<file path="src/rtl/hdlc_rx_pkg.sv">
// Shared constants and types for the octet-aligned HDLC receiver.
// Assumes 8-bit octets; the framing values are fixed by the line format.
package hdlc_rx_pkg;
    localparam int BYTE_W = 8;
    localparam logic [BYTE_W-1:0] FLAG_OCTET = 8'h7E;
    localparam logic [BYTE_W-1:0] ESC_OCTET  = 8'h7D;
    localparam logic [BYTE_W-1:0] ESC_MASK   = 8'h20;

    typedef enum logic {
        RX_HUNT = 1'b0,
        RX_OPEN = 1'b1
    } rx_state_e;

    typedef struct packed {
        logic              sop;
        logic              eop;
        logic              abort;
        logic [BYTE_W-1:0] data;
    } rx_beat_t;
endpackage

</file>
<file path="src/rtl/hdlc_rx_classify.sv">
// Byte classifier: flags the two framing values in the incoming byte.
// Purely combinational; assumes the caller qualifies its outputs with valid.
module hdlc_rx_classify
    import hdlc_rx_pkg::*;
(
    input  logic [BYTE_W-1:0] byte_in,
    output logic              is_flag,
    output logic              is_esc
);
    // Compare against the framing constants.
    always_comb begin
        is_flag = (byte_in == FLAG_OCTET);
        is_esc  = (byte_in == ESC_OCTET);
    end
endmodule

</file>
<file path="src/rtl/hdlc_rx_delin.sv">
// Delineation and destuffing state machine.
// Emits one-cycle events (data byte, packet close, abort) for the hold stage.
// Assumes fill between packets consists only of flags; pass_en forces hunting.
module hdlc_rx_delin
    import hdlc_rx_pkg::*;
(
    input  logic              clk,
    input  logic              rst_n,
    input  logic              pass_en,
    input  logic              in_valid,
    input  logic [BYTE_W-1:0] in_data,
    input  logic              is_flag,
    input  logic              is_esc,
    output logic              ev_data,
    output logic [BYTE_W-1:0] ev_byte,
    output logic              ev_close,
    output logic              ev_abort
);
    rx_state_e state_q, state_d;
    logic      esc_q, esc_d;

    // Next-state and event decode for one accepted byte.
    always_comb begin
        state_d  = state_q;
        esc_d    = esc_q;
        ev_data  = 1'b0;
        ev_byte  = in_data;
        ev_close = 1'b0;
        ev_abort = 1'b0;
        if (pass_en) begin
            state_d = RX_HUNT;
            esc_d   = 1'b0;
        end else if (in_valid) begin
            case (state_q)
                RX_HUNT: begin
                    if (is_flag) state_d = RX_OPEN;
                end
                RX_OPEN: begin
                    if (esc_q) begin
                        esc_d = 1'b0;
                        if (is_flag) begin
                            ev_abort = 1'b1;
                            state_d  = RX_HUNT;
                        end else begin
                            ev_data = 1'b1;
                            ev_byte = in_data ^ ESC_MASK;
                        end
                    end else if (is_flag) begin
                        ev_close = 1'b1;
                    end else if (is_esc) begin
                        esc_d = 1'b1;
                    end else begin
                        ev_data = 1'b1;
                    end
                end
                default: state_d = RX_HUNT;
            endcase
        end
    end

    // State and escape-pending registers.
    always_ff @(posedge clk) begin
        if (!rst_n) begin
            state_q <= RX_HUNT;
            esc_q   <= 1'b0;
        end else begin
            state_q <= state_d;
            esc_q   <= esc_d;
        end
    end
endmodule

</file>
<file path="src/rtl/hdlc_rx_hold.sv">
// One-byte hold stage and output register.
// Keeps the latest recovered byte back so the closing flag or abort can mark
// it as last. In pass mode it forwards raw bytes and drops any held byte.
module hdlc_rx_hold
    import hdlc_rx_pkg::*;
(
    input  logic              clk,
    input  logic              rst_n,
    input  logic              pass_en,
    input  logic              in_valid,
    input  logic [BYTE_W-1:0] in_data,
    input  logic              ev_data,
    input  logic [BYTE_W-1:0] ev_byte,
    input  logic              ev_close,
    input  logic              ev_abort,
    output logic              o_valid,
    output rx_beat_t          o_beat
);
    logic              hold_v;
    logic              hold_sop;
    logic [BYTE_W-1:0] hold_d;

    // Advance the hold register and drive the registered output beat.
    always_ff @(posedge clk) begin
        if (!rst_n) begin
            o_valid  <= 1'b0;
            o_beat   <= '0;
            hold_v   <= 1'b0;
            hold_sop <= 1'b0;
            hold_d   <= '0;
        end else begin
            o_valid <= 1'b0;
            o_beat  <= '0;
            if (pass_en) begin
                hold_v <= 1'b0;
                if (in_valid) begin
                    o_valid     <= 1'b1;
                    o_beat.data <= in_data;
                end
            end else if (ev_data) begin
                if (hold_v) begin
                    o_valid <= 1'b1;
                    o_beat  <= '{sop: hold_sop, eop: 1'b0, abort: 1'b0, data: hold_d};
                end
                hold_d   <= ev_byte;
                hold_sop <= !hold_v;
                hold_v   <= 1'b1;
            end else if (ev_close || ev_abort) begin
                if (hold_v) begin
                    o_valid <= 1'b1;
                    o_beat  <= '{sop: hold_sop, eop: 1'b1, abort: ev_abort, data: hold_d};
                end
                hold_v <= 1'b0;
            end
        end
    end
endmodule

</file>
<file path="src/rtl/hdlc_rx_abort_ctr.sv">
// Abort event counter. SATURATE picks a sticking counter or a wrapping one.
module hdlc_rx_abort_ctr #(
    parameter int CNT_W    = 8,
    parameter bit SATURATE = 1'b1
) (
    input  logic             clk,
    input  logic             rst_n,
    input  logic             inc,
    output logic [CNT_W-1:0] count
);
    localparam logic [CNT_W-1:0] CNT_MAX = {CNT_W{1'b1}};

    generate
        if (SATURATE) begin : g_sat
            // Count up, sticking at the maximum.
            always_ff @(posedge clk) begin
                if (!rst_n)                       count <= '0;
                else if (inc && count != CNT_MAX) count <= count + 1'b1;
            end
        end else begin : g_wrap
            // Count up with wrap-around.
            always_ff @(posedge clk) begin
                if (!rst_n)   count <= '0;
                else if (inc) count <= count + 1'b1;
            end
        end
    endgenerate
endmodule

</file>
<file path="src/rtl/hdlc_octet_rx.sv">
// Top of the octet-aligned HDLC receiver: classify, delineate and destuff,
// hold one byte for end marking, and count aborts. bypass selects clear channel.
module hdlc_octet_rx #(
    parameter int CNT_W = 8
) (
    input  logic             clk,
    input  logic             rst_n,
    input  logic             in_valid,
    input  logic [7:0]       in_data,
    input  logic             bypass,
    output logic             out_valid,
    output logic [7:0]       out_data,
    output logic             out_sop,
    output logic             out_eop,
    output logic             out_abort,
    output logic [CNT_W-1:0] abort_count
);
    import hdlc_rx_pkg::*;

    logic              is_flag, is_esc;
    logic              ev_data, ev_close, ev_abort;
    logic [BYTE_W-1:0] ev_byte;
    rx_beat_t          beat;

    hdlc_rx_classify u_cls (
        .byte_in (in_data),
        .is_flag (is_flag),
        .is_esc  (is_esc)
    );

    hdlc_rx_delin u_delin (
        .clk      (clk),
        .rst_n    (rst_n),
        .pass_en  (bypass),
        .in_valid (in_valid),
        .in_data  (in_data),
        .is_flag  (is_flag),
        .is_esc   (is_esc),
        .ev_data  (ev_data),
        .ev_byte  (ev_byte),
        .ev_close (ev_close),
        .ev_abort (ev_abort)
    );

    hdlc_rx_hold u_hold (
        .clk      (clk),
        .rst_n    (rst_n),
        .pass_en  (bypass),
        .in_valid (in_valid),
        .in_data  (in_data),
        .ev_data  (ev_data),
        .ev_byte  (ev_byte),
        .ev_close (ev_close),
        .ev_abort (ev_abort),
        .o_valid  (out_valid),
        .o_beat   (beat)
    );

    hdlc_rx_abort_ctr #(.CNT_W(CNT_W), .SATURATE(1'b1)) u_ctr (
        .clk   (clk),
        .rst_n (rst_n),
        .inc   (ev_abort),
        .count (abort_count)
    );

    // Unpack the output beat onto the ports.
    always_comb begin
        out_data  = beat.data;
        out_sop   = beat.sop;
        out_eop   = beat.eop;
        out_abort = beat.abort;
    end
endmodule

</file>
<file path="config.mk">
export PLATFORM = sky130hd
export DESIGN_NAME = hdlc_octet_rx
export DESIGN_NICKNAME = d
export VERILOG_FILES = /design/src/rtl/hdlc_rx_pkg.sv /design/src/rtl/hdlc_rx_classify.sv /design/src/rtl/hdlc_rx_delin.sv /design/src/rtl/hdlc_rx_hold.sv /design/src/rtl/hdlc_rx_abort_ctr.sv /design/src/rtl/hdlc_octet_rx.sv
export SDC_FILE = /design/constraint.sdc
export NUM_CORES = 1
export LEC_CHECK = 0
export ABC_AREA = 1
export BUFFER_PORTS_ARGS = -buffer_cell sky130_fd_sc_hd__buf_2
export CORE_MARGIN = 2
export CORE_UTILIZATION = 53
export DETAILED_ROUTE_END_ITERATION = 10
export PLACE_DENSITY = 0.74
export SYNTH_ARGS = -nofsm -noshare
export SYNTH_HDL_FRONTEND = slang
export SYNTH_HIERARCHICAL = 1
export SYNTH_SLANG_ARGS = --single-unit
</file>
<file path="constraint.sdc">
create_clock -name clk -period 1.95 [get_ports clk]
set_input_delay 0 -clock clk [delete_from_list [all_inputs] [get_ports clk]]
set_output_delay 0 -clock clk [all_outputs]
set_load 0.005 [all_outputs]
</file>
==> results of run 1 <==
metrics by stage:
step                      cells  utilization [%]  instance area [um2]  worst slack [ns]
after global placement      275             60.0                 1670             0.371
after global routing        293             66.9                 1860           0.00452
after floorplan             224                -                 1570             0.443
after CTS                   291             66.3                 1840            0.0869
after detailed placement    275             60.0                 1670             0.302
final                       293             66.9                 1860             0.183
power groups by stage:
stage | sequential [mW] | combinational (mW) | clock, mW
5_1_grt | 0.660 | 0.0867 | 0.598
3_3_place_gp | 0.675 | 0.0639 | 0
6_report | 0.659 | 0.0771 | 0.557
2_1_floorplan | 0.676 | 0.0460 | 0
3_5_place_dp | 0.675 | 0.0643 | 0
4_1_cts | 0.659 | 0.0763 | 0.565
repair_timing:
action / in CTS / in global routing
hold endpoints to repair: 15 / 0
hold buffers: 8 / 0
resized for setup: 0 / 1
setup buffers: 0 / 2
endpoints found under the setup margin: 0 / 9
cells by family (layout without fill, tap and decap cells):
group                    Yosys count  in the layout  synth area share (%)
AND/OR/NAND/NOR                  130            130                  37.6
AO/OA/AOI/OAI                     21             21                  7.48
buffers and inverters             40             78                  13.4
flip-flops                        32             32                  40.7
adder cells (fa/ha/maj)            1              1                 0.795
worst max-delay path: stages:
cell and delay, ns:
dlygate4sd3_1 0.53, buf_2 0.14, nor2_2 0.09, nand2_1 0.10, nor2_2 0.20, nand3_1 0.14, nor3_1 0.21, buf_4 0.18
inv_1 0.04, nor2_1 0.15, nand3_1 0.10, nand2_1 0.07, nor2_1 0.04
area by class of cell:
type | count | area [um2] | share of cell area (%)
Clock buffer | 7 | 65.1 | 3.49
Clock inverter | 1 | 30.0 | 1.61
Inverter | 28 | 105 | 5.65
Multi-Input combinational cell | 152 | 724 | 38.9
Sequential cell | 32 | 641 | 34.4
Tap cell | 31 | 38.8 | 2.08
Timing Repair Buffer | 42 | 258 | 13.8
synth_stat cells, drive strengths merged:
library cell and n:
buf 12, a21o 1, dfxtp 32, inv 28, nand3b 3, nor3 2, o21ai 12, a21oi 7
nor2 49, nand3 16, a21boi 1, nand2 53, nand4 7, ha 1
metal layers:
| metal | part of all wire, % | wire [um] | up-vias |
|---|---|---|---|
| li1 | - | - | 771 |
| met1 | 49 | 1490 | 655 |
| met2 | 46 | 1400 | 39 |
| met3 | 5.3 | 163 | 2 |
| met4 | 0.59 | 18 | 0 |
| met5 | 0 | 0 | - |
sequential cells by signal, summed over array words and instances (netlist names):
| name | flops |
|---|---|
| u_hold/hold_sop | 1 |
| u_delin/esc_q | 1 |
| u_delin/state_q | 1 |
| u_hold/o_beat | 11 |
| u_hold/hold_v | 1 |
| u_hold/hold_d | 8 |
| u_hold/o_valid | 1 |
| u_ctr/count | 8 |
path summary, 6_finish.rpt:
check | to
worst min-delay path | u_hold/o_valid
worst max-delay path | u_ctr/count[3]
worst max register to register | u_ctr/count[3]
worst min register to register | u_hold/o_beat[10]
==> results.ini, run 1 <==
[synth]
synth_seq_area_share_pct=40.7
synthesis.nets=237
synth_seq_cells=32
yosysTopAreaCell=dfxtp_1
yosysUniqueCellTypes=24
postSynthAreaPerCell_um2=7.02
yosys.area.top_type_share_pct=40.7
postSynthCellCount=224
netlist_top_cells_area=dfxtp_1 41%, nand2_1 11%, nor2_1 10%
mappedNetlistArea_um2=1570
number_of_warning_messages_in_the_yosys_log=6

[finish]
mostFrequentLayoutCell=nand2_1
layout-area-overhead-vs-synth_pct=18.4
layout_common_cells=48 x nand2_1, 42 x nor2_1, 32 x dfxtp_1
drive_above_1_share_pct=24.8
fillerInstances=248
final_net_count=274
antenna_cells_inserted=0

[clock_network]
tritoncts.num_buffers=5
ctsRootBufferMaster=clkbuf_4
cts_num_sinks=32
cts_max_level=2
clock_tree_from_tritoncts=done
insertion_delay_ns=0.32
buffers_from_clock_root_to_sink_at_most=2
clkTransAtPathRegs_ns=0.09

[die]
die_width_um=58.5
rows=19
core_area_um2=2780
pin_count=32
die_h_um=58.5
initial_utilization_pct=56.5
fp.dieArea_um2=3420

[global_routing]
grt_antenna_before_repair=0
wire_length_of_the_first_global_routing_pass_mm=5.05
top_usage_layer=met2
globalRouteMet2Util_pct=29.4
grt_pass1_vias=1215
globalRouteMet3Util_pct=4.62
grt_use_total_pct=19.0
gr_layer_usage_met1_pct=25.7
grt_max_degree=22
grt_remaining_overflow=0

[setup_path]
worstSetupEndpointType=flop
timing_worst_setup_path_type=input pin to flop
crit-reg2reg-launch=u_delin/esc_q
reg2reg_slack_ns=0.53
worstPathMaxFanout=6
start_kind=input pin
worst-r2r-cell-count=8
worstPathArrival_ns=1.99
startpoint=in_data[7]
timing.critical_path.required_ns=2.17

[route]
route.detailed.vias_per_inst=5.01
detailedRoute.firstPassIterationCount=4
detailroute.via_count=1467
drcViolationCount=0
antenna_left=0
violation_count_after_the_first_detailed_routing_iteration=38
avgRoutedWirePerCell_um=10.5
drt_wl_total_mm=3.07

[power_and_ir_drop]
switching_share_pct=20.2
powerDensity_nw_per_um2=694
p_int_mw=1.03
vdd_ir_max_uv=670
power.share.sequential_pct=51.0
power.net_switching_uw=261
fin_total_pwr_mw=1.29
cellLeakagePower_nw=0.900
share_of_total_power_in_combinational_logic_pct=6.0
clkPwrFrac_pct=43.0

[sta]
period_share_pct=90.6
max_freq_ghz=0.566
hold_viol_final=0
fin_worst_skew_ns=0.00761
drv_slew=0
finalSetupViolCount=0
slew_margin_rel_pct=74.3
setup_tns_ns=0
holdWs_ns=0.00941
tightest_slew_ns=0.384
finalCriticalPeriod_ns=1.77
rsz_0062_raised_after_global_routing=no

[place]
place.gp.congestion=0.786
hpwl_mm=2.15
io_buffers=31

[hold_path]
holdCritPathClass=input pin to flop
hold_path_startpoint=in_valid
worst_hold_path.num_cells=3

[outcome]
outcome=completed

[job]
drv.max_cap_violation_count=0

Note: power is estimated with default switching activity, not from simulation.
==> run 2: changes to the inputs <==
CELL_PAD_IN_SITES_DETAIL_PLACEMENT = 1   (was not set)
CELL_PAD_IN_SITES_GLOBAL_PLACEMENT = 2   (was not set)
CORE_UTILIZATION = 29   (was 53)
==> run 2 against run 1 <==
First-iteration DRC count increased by 5.3%. Utilization down 30 points. Final cell count is 14% higher. Critical path depth rose by 1. Via count down 0.20%. Combinational power rose by 4.2%. Total power is 5.7% lower. Clock power shrank 14%. Highest routed layer unchanged. Clock skew fell by 0.0020 ns. Sequential power barely moved. Die area increased by 76%. Design area up 3.0%.
==> results.ini, run 2 (same netlist as run 1, synthesis figures left out) <==
[outcome]
outcome=completed

[setup_path]
timing_worst_setup_path_type=input pin to flop
crit_path_cell_trace=dlygate4sd3_1 > buf_2 > inv_1 > nor2_2 > nand2_1 > nor2_4 > nand3_1 > nor3_2 > buf_4 > nand2_1 > nor2_1 > nand3_1 > nand2_1 > nor2_1
startpoint=in_data[6]
crit-reg2reg-launch=u_delin/state_q
timing.critical_path.required_ns=2.12  ; -0.05 ns
start_kind=input pin
reg2reg_slack_ns=0.57  ; +0.04 ns
worstPathArrival_ns=1.92  ; -0.07 ns
cp_slowest_cell=dlygate4sd3_1
reg2reg_to=u_hold/o_beat[3]
worst_path_largest_cell_delay_ns=0.53  ; about the same
cpMostUsedCell=nand2_1
worst-r2r-cell-count=8  ; unchanged
worstSetupEndpoint=u_ctr/count[4]
worstPathMaxFanout=8  ; +2
worstSetupEndpointType=flop

[sta]
fin_worst_skew_ns=0.00561  ; -0.00200 ns
period_share_pct=89.6  ; -1.1 points
drv_slew=0  ; unchanged
postLayoutSetupSlackWorst_ns=0.203  ; +0.0206 ns
hold_viol_final=0  ; unchanged
slew_margin_rel_pct=75.2  ; +0.89 points
setup_tns_ns=0  ; unchanged
max_freq_ghz=0.573  ; +1.2%
rsz_0062_raised_after_global_routing=no
tightest_slew_ns=0.371  ; -0.0134 ns
finalCriticalPeriod_ns=1.75  ; -0.0206 ns
holdWs_ns=0.0102  ; +0.000748 ns
finalSetupViolCount=0  ; unchanged

[job]
drv.max_cap_violation_count=0  ; unchanged

[die]
core_area_um2=5170  ; +86%
initial_utilization_pct=30.4  ; -26 points
pin_count=32  ; unchanged
rows=26  ; +7
die_width_um=77.6  ; +33%
fp.dieArea_um2=6030  ; +76%
die_h_um=77.6  ; +33%

[place]
place.gp.congestion=0.724  ; -7.9%
post-place-ws_ns=0.252  ; -0.0500 ns
detailed_place.area_um2=1730  ; +3.4%
io_buffers=31  ; unchanged
hpwl_mm=2.81  ; +31%

[power_and_ir_drop]
share_of_total_power_in_combinational_logic_pct=6.6  ; +0.6 points
power.share.sequential_pct=54.2  ; +3.2 points
powerDensity_nw_per_um2=635  ; -8.5%
p_int_uw=935  ; -9.4%
fin_total_pwr_mw=1.22  ; -5.7%
clkPwrFrac_pct=39.2  ; -3.8 points
switching_share_pct=23.3  ; +3.1 points
vdd_ir_max_uv=288  ; -57%
cellLeakagePower_nw=0.901  ; +0.14%
power.net_switching_uw=284  ; +8.8%

[finish]
fin_area_um2=1920  ; +3.0%
largest_reg_flops=11  ; unchanged
antenna_cells_inserted=0  ; unchanged
drive_above_1_share_pct=25.9  ; +1.0 points
top_register=u_hold/o_beat
final_net_count=276  ; +0.73%
largest_registers=u_hold/o_beat (11), u_ctr/count (8), u_hold/hold_d (8)
layout-area-overhead-vs-synth_pct=22.0
mostFrequentLayoutCell=nand2_1
layout_common_cells=48 x nand2_1, 41 x nor2_1, 32 x dfxtp_1

[hold_path]
holdCritPathClass=input pin to flop
worst_hold_path.num_cells=3  ; unchanged

[global_routing]
grt_pass1_vias=1345  ; +11%
grt_remaining_overflow=0  ; unchanged
wire_length_of_the_first_global_routing_pass_mm=6.47  ; +28%
grt_use_total_pct=13.6  ; -5.4 points
grt_max_degree=14  ; -36%
grt_antenna_before_repair=0  ; unchanged

[clock_network]
clock_tree_from_tritoncts=done
buffers_from_clock_root_to_sink_at_most=2  ; unchanged
cts_max_level=2  ; unchanged
cts_num_sinks=32  ; unchanged
ctsRootBufferMaster=clkbuf_8
tritoncts.num_buffers=5  ; unchanged
insertion_delay_ns=0.28  ; -0.04 ns
clkTransAtPathRegs_ns=0.07  ; -0.02 ns

[route]
route.detailed.vias_per_inst=4.40  ; -12%
detailedRoute.firstPassIterationCount=4  ; unchanged
antenna_left=0  ; unchanged
detailroute.via_count=1464  ; -0.20%
drcViolationCount=0  ; unchanged
avgRoutedWirePerCell_um=11.6  ; +10%
drt_wl_total_mm=3.85  ; +25%
violation_count_after_the_first_detailed_routing_iteration=40  ; +5.3%

## run 2: power by group through the flow
| stage | registers [mW] | clock network [mW] | logic, mW |
|---|---|---|---|
| 5_1_grt | 0.660 | 0.539 | 0.0913 |
| 4_1_cts | 0.660 | 0.498 | 0.0807 |
| 3_3_place_gp | 0.675 | 0 | 0.0696 |
| 2_1_floorplan | 0.676 | 0 | 0.0460 |
| 3_5_place_dp | 0.675 | 0 | 0.0696 |
| 6_report | 0.660 | 0.478 | 0.0803 |
## run 2: layout make-up
class                           count  area, um2
Tap cell                           70       87.6
Clock buffer                        6       72.6
Sequential cell                    32        641
Fill cell                         680       3250
Inverter                           28        105
Multi-Input combinational cell    152        737
Clock inverter                      1       5.00
Timing Repair Buffer               44        270
## run 2: per-layer routing
metal | vias up | track usage [%] | part of all wire [%]
li1 | 773 | - | -
met1 | 662 | 19.2 | 52
met2 | 22 | 20.2 | 43
met3 | 7 | 3.49 | 3.6
met4 | 0 | 4.29 | 1.2
met5 | - | 0 | 0
## run 2: worst min path at each step
stage / endpoint / startpoint
after global placement: u_hold/o_beat[2] / in_data[2]
final: u_hold/o_beat[5] / in_data[5]
after detailed placement: u_hold/o_beat[6] / in_data[6]
after CTS: u_hold/o_beat[5] / in_data[5]
after global routing: u_hold/o_beat[5] / in_data[5]
after floorplan: u_hold/o_beat[1] / in_data[1]
## run 2: what timing repair did
item                                   in CTS  in global routing
gates resized for setup                     0                  4
setup endpoints to repair                   0                 16
setup buffers                               0                  4
endpoints found under the hold margin       7                  0
hold buffers                                7                  0
## run 2: metrics by stage
stage | utilization [%] | cells
after floorplan | - | 224
final | 37.1 | 333
after CTS | 36.2 | 329
after global placement | 33.4 | 315
after detailed placement | 33.4 | 315
after global routing | 37.1 | 333
## run 2: worst max-delay path, delay by kind of cell
family	cells	cell delay (ns)
buffers and inverters	4	0.88
AND/OR/NAND/NOR	10	1.04
==> run 3: changes to the inputs <==
CORE_MARGIN = not set   (was 2)
clock period = 1.9 ns   (was 1.95 ns; I/O delays follow)
==> run 3 against run 2 <==
Utilization grew 0.44 points. Total power grew 15%. Global-route usage grew 1.3 points. Final cell count is the same.
==> results.ini, run 3 (same netlist as run 1, synthesis figures left out) <==
[outcome]
outcome=completed

[finish]
sequential_cell_area_um2=641  ; unchanged
layout_common_cells=48 x nand2_1, 42 x nor2_1, 32 x dfxtp_1
fin_area_um2=1940  ; +1.2%
largest_registers=u_hold/o_beat (11), u_ctr/count (8), u_hold/hold_d (8)
antenna_cells_inserted=0  ; unchanged
combined_area_of_the_multi_input_logic_cells_um2=734  ; -0.34%
utilization_pct=37.5  ; +0.44 points
fin_cells=333  ; unchanged
fillerInstances=694  ; +2.1%
layout-area-overhead-vs-synth_pct=23.4
mostFrequentLayoutCell=nand2_1
drive_above_1_share_pct=25.1  ; -0.76 points
final_net_count=275  ; -0.36%
largest_reg_flops=11  ; unchanged
top_register=u_hold/o_beat

[global_routing]
grt_antenna_before_repair=0  ; unchanged
wire_length_of_the_first_global_routing_pass_mm=6.23  ; -3.7%
grt_max_degree=14  ; unchanged
grt_remaining_overflow=0  ; unchanged
grt_use_total_pct=14.9  ; +1.3 points
grt_pass1_vias=1368  ; +1.7%

[sta]
holdWs_ns=0.0148  ; +0.00463 ns
period_share_pct=87.7
slew_margin_rel_pct=75.7  ; +0.43 points
finalSetupViolCount=0  ; unchanged
fin_worst_skew_ns=0.00449  ; -0.00112 ns
tightest_slew_ns=0.364  ; -0.00645 ns
hold_viol_final=0  ; unchanged
setup_tns_ns=0  ; unchanged
finalCriticalPeriod_ns=1.67
rsz_0062_raised_after_global_routing=no
max_freq_ghz=0.600
drv_slew=0  ; unchanged

[route]
detailroute.via_count=1444  ; -1.4%
route.detailed.vias_per_inst=4.34  ; -1.4%
detailedRoute.firstPassIterationCount=4  ; unchanged
violation_count_after_the_first_detailed_routing_iteration=34  ; -15%
antenna_left=0  ; unchanged
avgRoutedWirePerCell_um=11.3  ; -2.3%
drcViolationCount=0  ; unchanged
drt_wl_total_mm=3.76  ; -2.3%

[setup_path]
cpMostUsedCell=nor2_1
timing.critical_path.required_ns=2.08  ; -0.04 ns
reg2reg_to=u_hold/o_beat[3]
reg2reg_slack_ns=0.51  ; -0.06 ns
worstPathArrival_ns=1.85  ; -0.07 ns
worstPathMaxFanout=8  ; unchanged
cp_slowest_cell=dlygate4sd3_1
timing.critical_path.depth=14  ; unchanged
cp.buffers_inverters=5  ; +1
timing_worst_setup_path_type=input pin to flop
cell_family_with_the_largest_share_of_critical_path_delay=simple AND/OR/NAND/NOR gates
worst_path_largest_cell_delay_ns=0.53  ; about the same
worstSetupEndpointType=flop
crit_path_cell_trace=dlygate4sd3_1 > buf_2 > inv_1 > nor2_1 > nand2_1 > nor2_4 > nand3_1 > nor3_2 > buf_4 > inv_1 > nor2_1 > nand3_1 > nand2_1 > nor2_1
crit-reg2reg-launch=u_delin/state_q
worst-r2r-cell-count=8  ; unchanged
start_kind=input pin

[die]
initial_utilization_pct=30.4  ; unchanged
pin_count=32  ; unchanged
die_h_um=75.6  ; -2.6%
die_width_um=75.6  ; -2.6%
core_area_um2=5170  ; unchanged
fp.dieArea_um2=5720  ; -5.1%
rows=26  ; unchanged

[place]
place.gp.congestion=0.705  ; -2.7%
io_buffers=31  ; unchanged
hpwl_mm=2.76  ; -1.8%
placed_cells=315  ; unchanged
detailed_place.area_um2=1730  ; unchanged

[power_and_ir_drop]
vdd_ir_max_uv=380  ; +32%
cellLeakagePower_nw=0.909  ; +0.83%
powerDensity_nw_per_um2=725  ; +14%

[clock_network]
clock_tree_from_tritoncts=done
tritoncts.num_buffers=5  ; unchanged
clkTransAtPathRegs_ns=0.07  ; about the same
buffers_from_clock_root_to_sink_at_most=2  ; unchanged
ctsRootBufferMaster=clkbuf_8
cts_max_level=2  ; unchanged
insertion_delay_ns=0.28  ; about the same
cts_num_sinks=32  ; unchanged

[hold_path]
holdCritPathClass=input pin to flop
hold_end=u_hold/hold_d[7]
worst_hold_path.num_cells=3  ; unchanged
hold_path_startpoint=in_data[7]

[job]
drv.max_cap_violation_count=0  ; unchanged

run 3: cell types whose count changed in the layout (fill, tap and decap cells not counted), sizes merged:
cell / before / now
buf: 37 / 35
bufinv: 0 / 1
dlygate4sd3: 7 / 8
run 3: what timing repair did:
| action | 4_1_cts | 5_1_grt |
|---|---|---|
| setup buffers | 0 | 2 |
| hold buffers | 8 | 0 |
| hold endpoints to repair | 11 | 0 |
| gates resized for setup | 0 | 3 |
| endpoints found under the setup margin | 0 | 11 |
run 3: power by group:
part	total (mW)	internal [mW]	switching, mW
clock	0.645	0.389	0.256
combinational	0.0841	0.0359	0.0483
sequential	0.677	0.676	0.00123
total	1.41	1.10	0.306
run 3: cell type report:
type	count	share of cell area, %
multi-input cells	152	37.8
well taps	70	4.51
flip-flops and latches	32	33.0
repair buffers	43	13.7
clock inverters	2	1.81
clock buffers	6	3.74
inverters	28	5.42
run 3: tightest hold or removal path, stage by stage:
cell and delay (ns):
buf_2 0.10, o21ai_0 0.09, nor2_1 0.08
run 3: stage by stage:
| stage | setup WS (ns) | power [mW] |
|---|---|---|
| floorplan | 0.393 | 0.741 |
| finish | 0.233 | 1.41 |
| CTS | 0.0102 | 1.43 |
| global placement | 0.279 | 0.764 |
| detailed placement | 0.189 | 0.764 |
| global route | 0.0248 | 1.47 |
run 3: how the worst max path moves through the flow:
stage,from,end,slack [ns]
6_report,in_data[1],u_ctr/count[3],0.23
5_1_grt,in_data[1],u_ctr/count[3],0.02
4_1_cts,in_data[1],u_ctr/count[3],0.01
3_5_place_dp,in_data[5],u_ctr/count[3],0.19
3_3_place_gp,in_data[7],u_ctr/count[4],0.28
2_1_floorplan,in_data[6],u_ctr/count[3],0.39
run 3: per-layer routing:
layer  up-vias  share of wire (%)  routed length [um]  GRT usage [%]
met5         -                  0                   0              0
met4         0                1.8                  68           6.79
met3         7                3.4                 129           3.57
met2        23                 43                1610           21.4
met1       643                 52                1950           21.0
li1        771                  -                   -              -
